`src/rtl/lite_burst_pkg.sv`:
```
package lite_burst_pkg;
  typedef enum logic [1:0] {
    ST_NORMAL     = 2'd0,
    ST_BURST_IDLE = 2'd1,
    ST_BURST_RUN  = 2'd2
  } burst_state_e;
endpackage

```
`src/rtl/burst_blank_timer.sv`:
```
module burst_blank_timer #(
  parameter int unsigned BLANK_TICKS = 2000
) (
  input  logic clk_i,
  input  logic rst_ni,
  input  logic sync_clr_i,
  input  logic tick_i,
  input  logic below_i,
  output logic expire_o
);
  localparam int unsigned CntW = $clog2(BLANK_TICKS + 1);
  localparam logic [CntW-1:0] CntMax = CntW'(BLANK_TICKS);

  logic [CntW-1:0] cnt_q;

  always_ff @(posedge clk_i or negedge rst_ni) begin
    if (!rst_ni) begin
      cnt_q <= '0;
    end else if (sync_clr_i || !below_i) begin
      cnt_q <= '0;
    end else if (tick_i && (cnt_q != CntMax)) begin
      cnt_q <= cnt_q + 1'b1;
    end
  end

  assign expire_o = below_i && (cnt_q == CntMax);


  cnt_clear_chk: assert property (@(posedge clk_i) disable iff (!rst_ni)
    !below_i |=> (cnt_q == '0));

  cnt_hold_chk: assert property (@(posedge clk_i) disable iff (!rst_ni)
    (below_i && !tick_i && !sync_clr_i) |=> $stable(cnt_q));

  cnt_sync_clr_chk: assert property (@(posedge clk_i) disable iff (!rst_ni)
    sync_clr_i |=> (cnt_q == '0));
endmodule

```
`src/rtl/burst_mode_fsm.sv`:
```
module burst_mode_fsm
  import lite_burst_pkg::*;
(
  input  logic         clk_i,
  input  logic         rst_ni,
  input  logic         uvlo_i,
  input  logic         expire_i,
  input  logic         wake_i,
  input  logic         stop_hi_i,
  input  logic         exit_i,
  output burst_state_e state_o
);
  burst_state_e state_q, state_d;

  always_comb begin
    state_d = state_q;
    unique case (state_q)
      ST_NORMAL:     if (expire_i) state_d = ST_BURST_IDLE;
      ST_BURST_IDLE: begin
        if (exit_i)      state_d = ST_NORMAL;
        else if (wake_i) state_d = ST_BURST_RUN;
      end
      ST_BURST_RUN: begin
        if (exit_i)          state_d = ST_NORMAL;
        else if (!stop_hi_i) state_d = ST_BURST_IDLE;
      end
      default:       state_d = ST_NORMAL;
    endcase
    if (uvlo_i) state_d = ST_NORMAL;
  end

  always_ff @(posedge clk_i or negedge rst_ni) begin
    if (!rst_ni) state_q <= ST_NORMAL;
    else         state_q <= state_d;
  end

  assign state_o = state_q;


  exit_prio_chk: assert property (@(posedge clk_i) disable iff (!rst_ni)
    (state_q != ST_NORMAL && exit_i) |=> (state_q == ST_NORMAL));

  wake_chk: assert property (@(posedge clk_i) disable iff (!rst_ni)
    (state_q == ST_BURST_IDLE && wake_i && !exit_i && !uvlo_i) |=> (state_q == ST_BURST_RUN));

  hold_chk: assert property (@(posedge clk_i) disable iff (!rst_ni)
    (state_q == ST_BURST_RUN && stop_hi_i && !exit_i && !uvlo_i) |=> (state_q == ST_BURST_RUN));

  uvlo_chk: assert property (@(posedge clk_i) disable iff (!rst_ni)
    uvlo_i |=> (state_q == ST_NORMAL));
endmodule

```
`src/rtl/burst_out_decode.sv`:
```
module burst_out_decode
  import lite_burst_pkg::*;
(
  input  burst_state_e state_i,
  output logic         burst_o,
  output logic         bias_en_o,
  output logic         ilim_low_o,
  output logic         ovp_inhibit_o
);
  always_comb begin
    burst_o       = (state_i != ST_NORMAL);
    bias_en_o     = (state_i != ST_BURST_IDLE);
    ilim_low_o    = burst_o;
    ovp_inhibit_o = burst_o;
  end
endmodule

```
`src/rtl/lite_burst_ctrl.sv`:
```
module lite_burst_ctrl #(
  parameter int unsigned BLANK_TICKS = 2000
) (
  input  logic clk_i,
  input  logic rst_ni,
  input  logic uvlo_i,
  input  logic tick_i,
  input  logic fb_below_entry_i,
  input  logic fb_above_stop_i,
  input  logic fb_above_wake_i,
  input  logic fb_above_exit_i,
  output logic burst_o,
  output logic bias_en_o,
  output logic ilim_low_o,
  output logic ovp_inhibit_o
);
  import lite_burst_pkg::*;

  burst_state_e state;
  logic         expire;
  logic         timer_clr;

  assign timer_clr = uvlo_i || (state != ST_NORMAL);

  burst_blank_timer #(.BLANK_TICKS(BLANK_TICKS)) u_timer (
    .clk_i      (clk_i),
    .rst_ni     (rst_ni),
    .sync_clr_i (timer_clr),
    .tick_i     (tick_i),
    .below_i    (fb_below_entry_i),
    .expire_o   (expire)
  );

  burst_mode_fsm u_fsm (
    .clk_i     (clk_i),
    .rst_ni    (rst_ni),
    .uvlo_i    (uvlo_i),
    .expire_i  (expire),
    .wake_i    (fb_above_wake_i),
    .stop_hi_i (fb_above_stop_i),
    .exit_i    (fb_above_exit_i),
    .state_o   (state)
  );

  burst_out_decode u_dec (
    .state_i       (state),
    .burst_o       (burst_o),
    .bias_en_o     (bias_en_o),
    .ilim_low_o    (ilim_low_o),
    .ovp_inhibit_o (ovp_inhibit_o)
  );


  entry_bias_off_chk: assert property (@(posedge clk_i) disable iff (!rst_ni)
    $rose(burst_o) |-> !bias_en_o);

  exit_restore_chk: assert property (@(posedge clk_i) disable iff (!rst_ni)
    $fell(burst_o) |-> (bias_en_o && !ilim_low_o));
endmodule

```
`config.mk`:
```
export PLATFORM = sky130hd
export DESIGN_NAME = lite_burst_ctrl
export DESIGN_NICKNAME = d
export VERILOG_FILES = /design/src/rtl/lite_burst_pkg.sv /design/src/rtl/burst_blank_timer.sv /design/src/rtl/burst_mode_fsm.sv /design/src/rtl/burst_out_decode.sv /design/src/rtl/lite_burst_ctrl.sv
export SDC_FILE = /design/constraint.sdc
export NUM_CORES = 1
export LEC_CHECK = 0
export BUFFER_PORTS_ARGS = -buffer_cell sky130_fd_sc_hd__buf_4
export CAP_MARGIN = 10
export CELL_PAD_IN_SITES_DETAIL_PLACEMENT = 2
export CELL_PAD_IN_SITES_GLOBAL_PLACEMENT = 2
export CORE_MARGIN = 2
export CORE_UTILIZATION = 39
export CTS_BUF_LIST = sky130_fd_sc_hd__clkbuf_8
export CTS_CLUSTER_SIZE = 24
export DETAILED_ROUTE_END_ITERATION = 6
export GPL_TIMING_DRIVEN = 0
export PLACE_DENSITY = 0.95
export SYNTH_ARGS = -nofsm -noshare
export SYNTH_HDL_FRONTEND = slang
export SYNTH_SLANG_ARGS = --single-unit
export TNS_END_PERCENT = 30
```
`constraint.sdc`:
```
create_clock -name clk_i -period 2.85 [get_ports clk_i]
set_clock_uncertainty 0.1 [all_clocks]
set_input_delay 0.285 -clock clk_i [delete_from_list [all_inputs] [get_ports clk_i]]
set_output_delay 0.285 -clock clk_i [all_outputs]
set_load 0.05 [all_outputs]
```
**Word level (Yosys, flattened, before mapping)**

Cells that the tools add are included.

- Flip-flop bits (word level): 13
- Bits of input ports: 8
- Logic and storage cells: 29
- Output and inout bits: 4

- Multiplexer cells: 9
- Eq/ne operators: 8
- $add $sub $neg: 1
- Reductions and logical operators: 9

Operators by type and width:

| operator | count |
|---|---|
| $mux W11 | 2 |
| $mux W2 | 6 |
| $add A11 B1 Y11 const B | 1 |
| $eq A11 B11 Y1 const B | 1 |
| $ne A11 B11 Y1 const B | 1 |
| $ne A4 B4 Y1 const B | 2 |
| $pmux W2 S3 | 1 |
| $reduce_bool A2 Y1 | 2 |
| $ne A3 B3 Y1 const B | 1 |
| $reduce_and A3 Y1 | 1 |
| $eq A2 B1 Y1 const B | 1 |
| $eq A2 B2 Y1 const B | 1 |
| $logic_and A1 B1 Y1 | 2 |
| $logic_not A2 Y1 | 1 |
| $logic_or A1 B1 Y1 | 2 |
| $ne A2 B1 Y1 const B | 1 |
| $logic_not A1 Y1 | 1 |

**Logic depth before layout (Yosys ltp)**

Gate-level depths: netlist (run 1).

- Depth after elaboration: 5
- Mapped depth: 5

**By module**

Synthesis (run 1) repeated with hierarchy kept, for this count alone.

- Cells, all modules: 85
- Area total of the unflattened synthesis: 810.8 um^2

By module, submodules not included:

| module | area an instance (um^2) | seq. area each (um^2) | cells an instance | instances |
|---|---|---|---|---|
| burst_blank_timer | 669.4 | 275.3 | 71 | 1 |
| burst_mode_fsm | 107.6 | 50.0 | 9 | 1 |
| burst_out_decode | 27.5 | 0.0 | 4 | 1 |
| lite_burst_ctrl | 6.3 | 0.0 | 1 | 1 |

**Worst setup path before layout (run 1)**

Ideal clock, no wire load.

- Path type: register to register
- Start point: register u_timer.cnt_q[0]
- End point: register u_timer.cnt_q[0]
- Path slack: 1.274 ns
- Library setup time: 0.128 ns
- Buffers on the path: 0
- Cell stages (with the launch flop): 6
- Clock period less this slack: 1.576 ns
- Arrival time: 1.349 ns
- Cell sequence: dfrtp_1 -> inv_1 -> ha_1 -> and2_1 -> a31oi_1 -> mux2_1

- Longest elaborated chain between the ends: 3
- Elaborated cells between the ends (all ways): 6
- Classes of those cells: add/sub (1); eq/ne (1); mux (2); reduce/logical (2)

Ends and longest elaborated chain:

| what | line | RTL |
|---|---|---|
| from (decl) | burst_blank_timer.sv:14 | `logic [CntW-1:0] cnt_q;` |
| from (signal assigned) | burst_blank_timer.sv:22 | `cnt_q <= cnt_q + 1'b1;` |
| $add A11 B1 Y11 or $ne A11 B11 Y1 (tied branches) | burst_blank_timer.sv:22, burst_blank_timer.sv:21 |  |
| $mux W11 or $logic_and A1 B1 Y1 (tied branches) | burst_blank_timer.sv:21 | `end else if (tick_i && (cnt_q != CntMax)) begin` |
| $mux W11 or $reduce_bool A2 Y1 (tied branches) | -- |  |

Several ways; a longest one is shown, not always the timed one. The select of a mux whose other input is x is not followed.
A chain may end at the register's enable or synchronous reset.

**Final worst setup path (run 1)**

Same ends and word-level chain as after synthesis.

==> flow_summary_export.csv, run 1 <==
group,metric,value,unit
route,wl,2.50,mm
power,power_leakage,0.000397,µW
cts,cts-root-buf,"clkbuf_8",
power,p_int,294,µW
floorplan,fp.dieH,48.8,µm
synth,syn_avg_cell_area,9.90,µm²
critical_path,endpoint_kind,"flip-flop",
cells_and_area,syn2layout_area_growth,21.9,%
route,drt_iter0_drc,4,
critical_path,critPathMaxFanout,4,
route,ant_nets,0,
floorplan,fp-row-count,16,
grt,grt_max_degree,14,
synth,synth_warnings,0,
floorplan,initial_core_util,40.7,%
critical_path,cp_slowest_stage_delay,0.44,ns
cts,path_clk_slew,0.06,ns
timing,finalSetupTns,0,ns
cts,worstSkewPairLatency,0.25,ns
power,pwr-share-clk,43.7,%
cts,numCtsBuffers,3,
floorplan,core,1920,µm²
grt,grt_overflow,0,
cells_and_area,final_layout_size_suffix_gt1_share,24.2,%
critical_path,path_cells,"inv_1, ha_1, and2_1, a31oi_1, mux2_1",
timing,timing.final.hold_violations,0,
grt,antenna_found_initial,0,
cts,cts.sinks,13,
route,vias,710,
hold_path,hold_class,"in -> reg",
timing,max_freq,534,MHz
cts,cts-resized-gates,0,
power,switchingPower,90.7,µW
synth,seq_area_frac_synth,41.6,%
placement,dp_hpwl,1.66,mm
critical_path,path_delay_family,"flip-flops",
timing,maxSlewViolCount,0,
cells_and_area,fin_nets,106,
floorplan,pin_count,12,
timing,max_slew_margin,73.4,%
floorplan,die_w,48.8,µm
power,power_density,403,nW/µm²
power,combPwrFrac,7.6,%
synth,synth_area,782,µm²
route,viasPerCell,5.82,
timing,hold_ws,0.115,ns
critical_path,crit_required,2.87,ns
critical_path,worstPathArrival,1.90,ns
floorplan,die-area,2380,µm²
synth,ys_types,30,
cells_and_area,stdcell_area,953,µm²
synth,synthCells,79,
grt,grt_pass1_wl,4.13,mm
run,maxCapViolCount,0,
timing,rsz0062_at_grt,"no",
cts,clk_path_buf_depth,2,
placement,io_buffers,11,
timing,setup_viol,0,
synth,synthesis.nets,89,
cts,cts_tree,"yes",
route,drtPass1Iterations,4,
critical_path,startpoint_type,"flip-flop",
grt,grt_usage,23.6,%
power,seq_power_share,48.7,%
status,status,"complete, no violations",
power,p_sw_share,23.6,%
route,post_drt_wl_per_cell,20.5,µm
critical_path,crit_type,"reg -> reg",
cells_and_area,diodes,0,
synth,ys_ff_latch,13,
critical_path,worst-path-buf-inv,1,
timing,final.min_clock_period,1.87,ns
placement,place_congestion,0.832,
placement,dpl_cell_area,898,µm²
timing,tightest_slew,0.397,ns
critical_path,critPathSlowestCell,"dfrtp_1",
grt,grt_pass1_vias,800,
cts,cts.htree.levels,1,
route,drcViolationCount,0,
power,irDropWorstVdd,0.331,mV
timing,min_period_over_period,65.7,%
==> cells in the mapped netlist (all sizes together) <==
cell / instances / area [µm²]
o22a: 1 / 8.76
o31ai: 4 / 30.0
nor4b: 1 / 15.0
nand3: 5 / 30.0
or4: 4 / 30.0
or4b: 1 / 10.0
and4: 1 / 8.76
nand4: 3 / 33.8
dfrtp: 13 / 325
o21ai: 2 / 10.0
nand2: 4 / 15.0
a211oi: 1 / 7.51
mux2: 2 / 22.5
nand3b: 2 / 15.0
nor2: 6 / 22.5
o32ai: 1 / 8.76
or3: 2 / 12.5
nand2b: 2 / 12.5
a311o: 1 / 11.3
inv: 5 / 18.8
xor2: 2 / 17.5
and2: 1 / 6.26
ha: 2 / 25.0
a31oi: 1 / 6.26
a21oi: 7 / 35.0
or2: 1 / 6.26
buf: 4 / 37.5
==> sequential cells by signal, summed over array words and instances (netlist names) <==
register       count
u_fsm.state_o      2
u_timer.cnt_q     11
==> logic make-up (layout without fill, tap and decap cells) <==
logic type | Yosys count | count (layout) | share of synthesized area, %
AO/OA/AOI/OAI | 18 | 18 | 15.0
XOR/XNOR | 2 | 2 | 2.24
adder cells (fa/ha/maj) | 2 | 2 | 3.20
buffers and inverters | 9 | 25 | 7.20
flip-flops | 13 | 13 | 41.6
multiplexers | 2 | 2 | 2.88
AND/OR/NAND/NOR | 33 | 33 | 27.8
==> power groups by stage <==
stage,clock [µW],sequential [µW],combinational [µW]
finish,168,187,29.2
global route,175,187,31.6
global placement,0,190,25.3
CTS,167,187,28.9
floorplan,0,190,9.94
detailed placement,0,190,26.6
==> final timing paths <==
| check | startpoint | to | slack, ns | depth (start not counted) |
|---|---|---|---|---|
| min reg2reg | u_timer.cnt_q[10] | u_timer.cnt_q[10] | 0.48 | 2 |
| max | u_timer.cnt_q[0] | u_timer.cnt_q[0] | 0.98 | 5 |
| max in group asynchronous | rst_ni | u_timer.cnt_q[7] | 2.16 | 2 |
| min in group asynchronous | rst_ni | u_timer.cnt_q[9] | 0.33 | 2 |
| max reg2reg | u_timer.cnt_q[0] | u_timer.cnt_q[0] | 0.98 | 5 |
| min | fb_above_exit_i | u_fsm.state_o[1] | 0.11 | 2 |
==> what timing repair did <==
| item | CTS | global route |
|---|---|---|
| hold buffers | 1 | 0 |
| setup buffers | 0 | 0 |
| endpoints found under the hold margin | 13 | 0 |
==> metrics by stage <==
step	setup slack (ns)	power, µW	utilization, %	std cells
floorplan	1.27	200	-	79
global placement	1.13	216	46.7	117
detailed placement	1.03	217	46.7	117
CTS	0.989	383	49.6	122
global route	0.920	394	49.6	122
finish	0.978	385	49.6	122
==> final cells by class <==
cell class / count / area (µm²)
flip-flops and latches: 13 / 325
multi-input cells: 57 / 400
fillers: 210 / 968
repair buffers: 12 / 92.6
plain buffers: 4 / 37.5
clock buffers: 3 / 41.3
inverters: 5 / 18.8
clock inverters: 1 / 3.75
well taps: 27 / 33.8
==> layer usage <==
metal  vias up  part of all wire, %  routed length (µm)  global-route usage [%]
met2        16                   54                1360                    43.6
met1       360                   41                1010                    26.4
met3         8                  2.5                  62                    4.91
met4         0                  2.5                  62                    8.57
li1        326                    -                   -                       -
met5         -                    0                   0                       0
==> placed cells by master, fill, tap and decap left out <==
master | netlist | routed
and2_1 | 1 | 1
nand3b_1 | 2 | 2
or4b_1 | 1 | 1
o21ai_0 | 2 | 2
nor4b_2 | 1 | 1
nand4_1 | 2 | 2
buf_4 | 2 | 13
nand2_1 | 4 | 4
o22a_1 | 1 | 1
and4_1 | 1 | 1
or2_2 | 1 | 1
or3_1 | 2 | 2
nor2_1 | 6 | 6
a311o_2 | 1 | 1
inv_1 | 5 | 6
clkbuf_8 | 0 | 3
nand3_1 | 4 | 4
a31oi_1 | 1 | 1
xor2_1 | 2 | 2
buf_6 | 2 | 2
o31ai_1 | 4 | 4
nand2b_1 | 2 | 2
nand3_2 | 1 | 1
or4_1 | 4 | 4
a211oi_1 | 1 | 1
o32ai_1 | 1 | 1
nand4_4 | 1 | 1
ha_1 | 2 | 2
a21oi_1 | 7 | 7
mux2_1 | 2 | 2
dfrtp_1 | 13 | 13
dlygate4sd3_1 | 0 | 1
==> worst reg2reg max path: cells and delay by family, from the launching register on <==
family          cells  cell delay [ns]
compound gates      1             0.33
flops               1             0.44
mux                 1             0.38
simple gates        1             0.17
buf+inv             1             0.12
fa+ha+maj           1             0.21
Note: power is estimated with default switching activity, not from simulation.
==> run 2: changes to the inputs <==
ABC_AREA = 1   (was unset)
CORE_UTILIZATION = 32   (was 39)
PLACE_DENSITY = 0.9   (was 0.95)
clock period = 1.9 ns   (was 2.85 ns; I/O delays follow)
==> run 2 against run 1 <==
  * Power increased by 81%
  * First-iteration DRC count rose to 6.0 times the previous value
  * Combinational power grew to 5.5 times the previous value
  * Core utilization is 9.1 points lower
  * Register-to-register slack got worse by 0.84 ns
  * Sequential share of layout area down 5.8 points
  * Routed wire length grew 31%
  * Setup slack lost 0.84 ns
  * Die area rose by 47%
  * Sequential cell count did not move
  * Sequential power up 54%
  * Critical endpoint is now u_timer.cnt_q[6]
  * Largest power group unchanged
==> flow_summary_export.csv, run 2 <==
group,metric,value,unit
critical_path,critPathMaxFanout,6,
critical_path,cp_slowest_stage_delay,0.44,ns
cts,clk_path_buf_depth,2,
placement,io_buffers,11,
synth,seq_area_frac_synth,33.5,%
timing,max_freq,569,MHz
route,post_drt_wl_per_cell,16.3,µm
synth,synth_area,971,µm²
cells_and_area,postLayoutCoreUtil,40.6,%
cells_and_area,mostFrequentLayoutCell,"nand2_1",
synth,synth.area.top_cells,"dfrtp_1 34%, nand2_1 19%, nand3_1 12%",
grt,grt_overflow,0,
critical_path,crit_required,1.93,ns
cts,cts.htree.levels,1,
timing,rsz0062_at_grt,"no",
synth,synth_common_cells,"48 x nand2_1, 23 x nand3_1, 20 x nor2_1, 16 x inv_1, 13 x dfrtp_1",
timing,timing.final.hold_violations,0,
status,status,"complete, no violations",
synth,synthesis.nets,164,
floorplan,core,2830,µm²
floorplan,pin_count,12,
cells_and_area,fin_nets,181,
cells_and_area,largest_reg_flops,11,
synth,ys_ff_latch,13,
timing,final.min_clock_period,1.76,ns
synth,synth_top_area_cell,"dfrtp_1",
critical_path,path_cells,"inv_1, ha_1, nand2_1, inv_1, nand3_2, o21ai_2, nand2_1, nand2_1, nand2_1",
grt,grt_usage,21.3,%
floorplan,fp-row-count,19,
timing,tightest_slew,0.327,ns
cells_and_area,diodes,0,
cells_and_area,fill_cells,346,
critical_path,crit_type,"reg -> reg",
placement,place_congestion,0.812,
synth,yosys.area_share.simple,45.9,%
route,ant_nets,0,
critical_path,critPathSlowestCell,"dfrtp_1",
cells_and_area,top_register,"u_timer.cnt_q",
synth,synth_most_common_cell,"nand2_1",
route,drt_iter0_drc,24,
cts,numCtsBuffers,3,
power,power_density,608,nW/µm²
cells_and_area,layout_common_cells,"48 x nand2_1, 23 x nand3_1, 20 x nor2_1",
synth,synth_warnings,0,
cells_and_area,syn2layout_area_growth,18.2,%
cts,cts-root-buf,"clkbuf_8",
synth,synth-xor-area-share,2.71,%
cts,postCtsSetupRepairBufs,0,
floorplan,fp.dieH,59.1,µm
synth,synthAdderAreaFrac,2.58,%
grt,grt_max_degree,14,
cts,cts_tree,"yes",
timing,max_slew_margin,78.1,%
route,wl,3.27,mm
critical_path,endpoint_kind,"flip-flop",
power,irDropWorstVdd,0.318,mV
synth,ys_types,20,
timing,min_period_over_period,92.5,%
cts,cts.sinks,13,
timing,finalSetupTns,0,ns
cts,path_clk_slew,0.06,ns
floorplan,initial_core_util,34.3,%
synth,synth_edf_count,0,
placement,dp_hpwl,2.52,mm
synth,synthCells,154,
grt,grt_pass1_wl,5.53,mm
synth,synth_compound_area_share,2.71,%
synth,synth_mux_area_share,0,%
cts,worstSkewPairLatency,0.25,ns
critical_path,worstPathArrival,1.79,ns
hold_path,hold_class,"in -> reg",
run,maxCapViolCount,0,
grt,antenna_found_initial,0,
grt,grt_pass1_vias,1183,
route,viasPerCell,5.27,
synth,syn_avg_cell_area,6.30,µm²
power,power_leakage,0.000609,µW
floorplan,die-area,3490,µm²
cells_and_area,final_layout_size_suffix_gt1_share,18.8,%
synth,synthDominantCellAreaShare,33.5,%
critical_path,startpoint_type,"flip-flop",
critical_path,cp_common_cell,"nand2_1",
synth,synthArstFlopShare,100,%
synth,ys.flop_type,"dfrtp_1",
timing,setup_viol,0,
timing,maxSlewViolCount,0,
route,vias,1060,
route,drtPass1Iterations,4,
synth,synth_top_family_by_area,"simple AND/OR/NAND/NOR gates",
route,drcViolationCount,0,
floorplan,die_w,59.1,µm
## run 2: metrics by stage
step	total power, µW	hold WS, ns	instances	area (µm²)	setup WS [ns]
2_1_floorplan	394	-0.206	154	971	0.470
3_3_place_gp	447	-0.0545	196	1090	0.308
3_5_place_dp	453	-0.0504	196	1090	0.221
4_1_cts	705	0.0896	201	1150	0.124
5_1_grt	730	0.131	201	1150	0.0241
6_report	698	0.0904	201	1150	0.142
## run 2: worst paths after layout
| kind | from | end | slack [ns] | cells past startpoint |
|---|---|---|---|---|
| min in group asynchronous | rst_ni | u_timer.cnt_q[9] | 0.23 | 2 |
| setup reg to reg | u_timer.cnt_q[0] | u_timer.cnt_q[6] | 0.14 | 9 |
| hold reg to reg | u_timer.cnt_q[9] | u_timer.cnt_q[9] | 0.52 | 2 |
| setup / recovery | u_timer.cnt_q[0] | u_timer.cnt_q[6] | 0.14 | 9 |
| hold / removal | fb_above_wake_i | u_fsm.state_o[0] | 0.09 | 4 |
| max in group asynchronous | rst_ni | u_timer.cnt_q[10] | 1.30 | 2 |
## run 2: cell type report
class	count	area, µm²	area share, %
Clock buffer	3	41.3	3.60
Timing Repair Buffer	12	92.6	8.07
Inverter	24	90.1	7.85
Multi-Input combinational cell	112	523	45.6
Tap cell	31	38.8	3.38
Clock inverter	1	3.75	0.327
Buffer	5	32.5	2.84
Sequential cell	13	325	28.4
## run 2: timing repair
| action | CTS | global route |
|---|---|---|
| gates resized for setup | 0 | 0 |
| endpoints found under the hold margin | 13 | 0 |
| hold buffers | 1 | 0 |
## run 2: worst max-delay path: cells and delay by family (launching register included)
family                     cells  cell delay [ns]
AOI/OAI and AO/OA              1             0.21
adders and majority gates      1             0.16
buffers and inverters          2             0.19
DFF                            1             0.44
and+or+nand+nor                5             0.55
## run 2: metal layers
metal	GRT usage [%]	share of wire [%]	routed length, µm
met1	24.8	43	1400
met4	5.84	1.3	44
met2	40.8	54	1770
met3	2.18	1.7	56
met5	0	0	0
## run 2: kinds of logic (layout without fill, tap and decap cells)
group / count (synthesis) / in the layout
simple gates: 103 / 103
buf+inv: 29 / 45
flops: 13 / 13
compound gates: 4 / 4
xor+xnor: 3 / 3
fa+ha+maj: 2 / 2
## run 2: where the power goes
part | total [µW] | internal [µW] | leakage [µW] | switching [µW]
clock network | 248 | 143 | 0.0000269 | 105
registers | 288 | 282 | 0.000180 | 6.20
logic | 161 | 51.3 | 0.000402 | 110
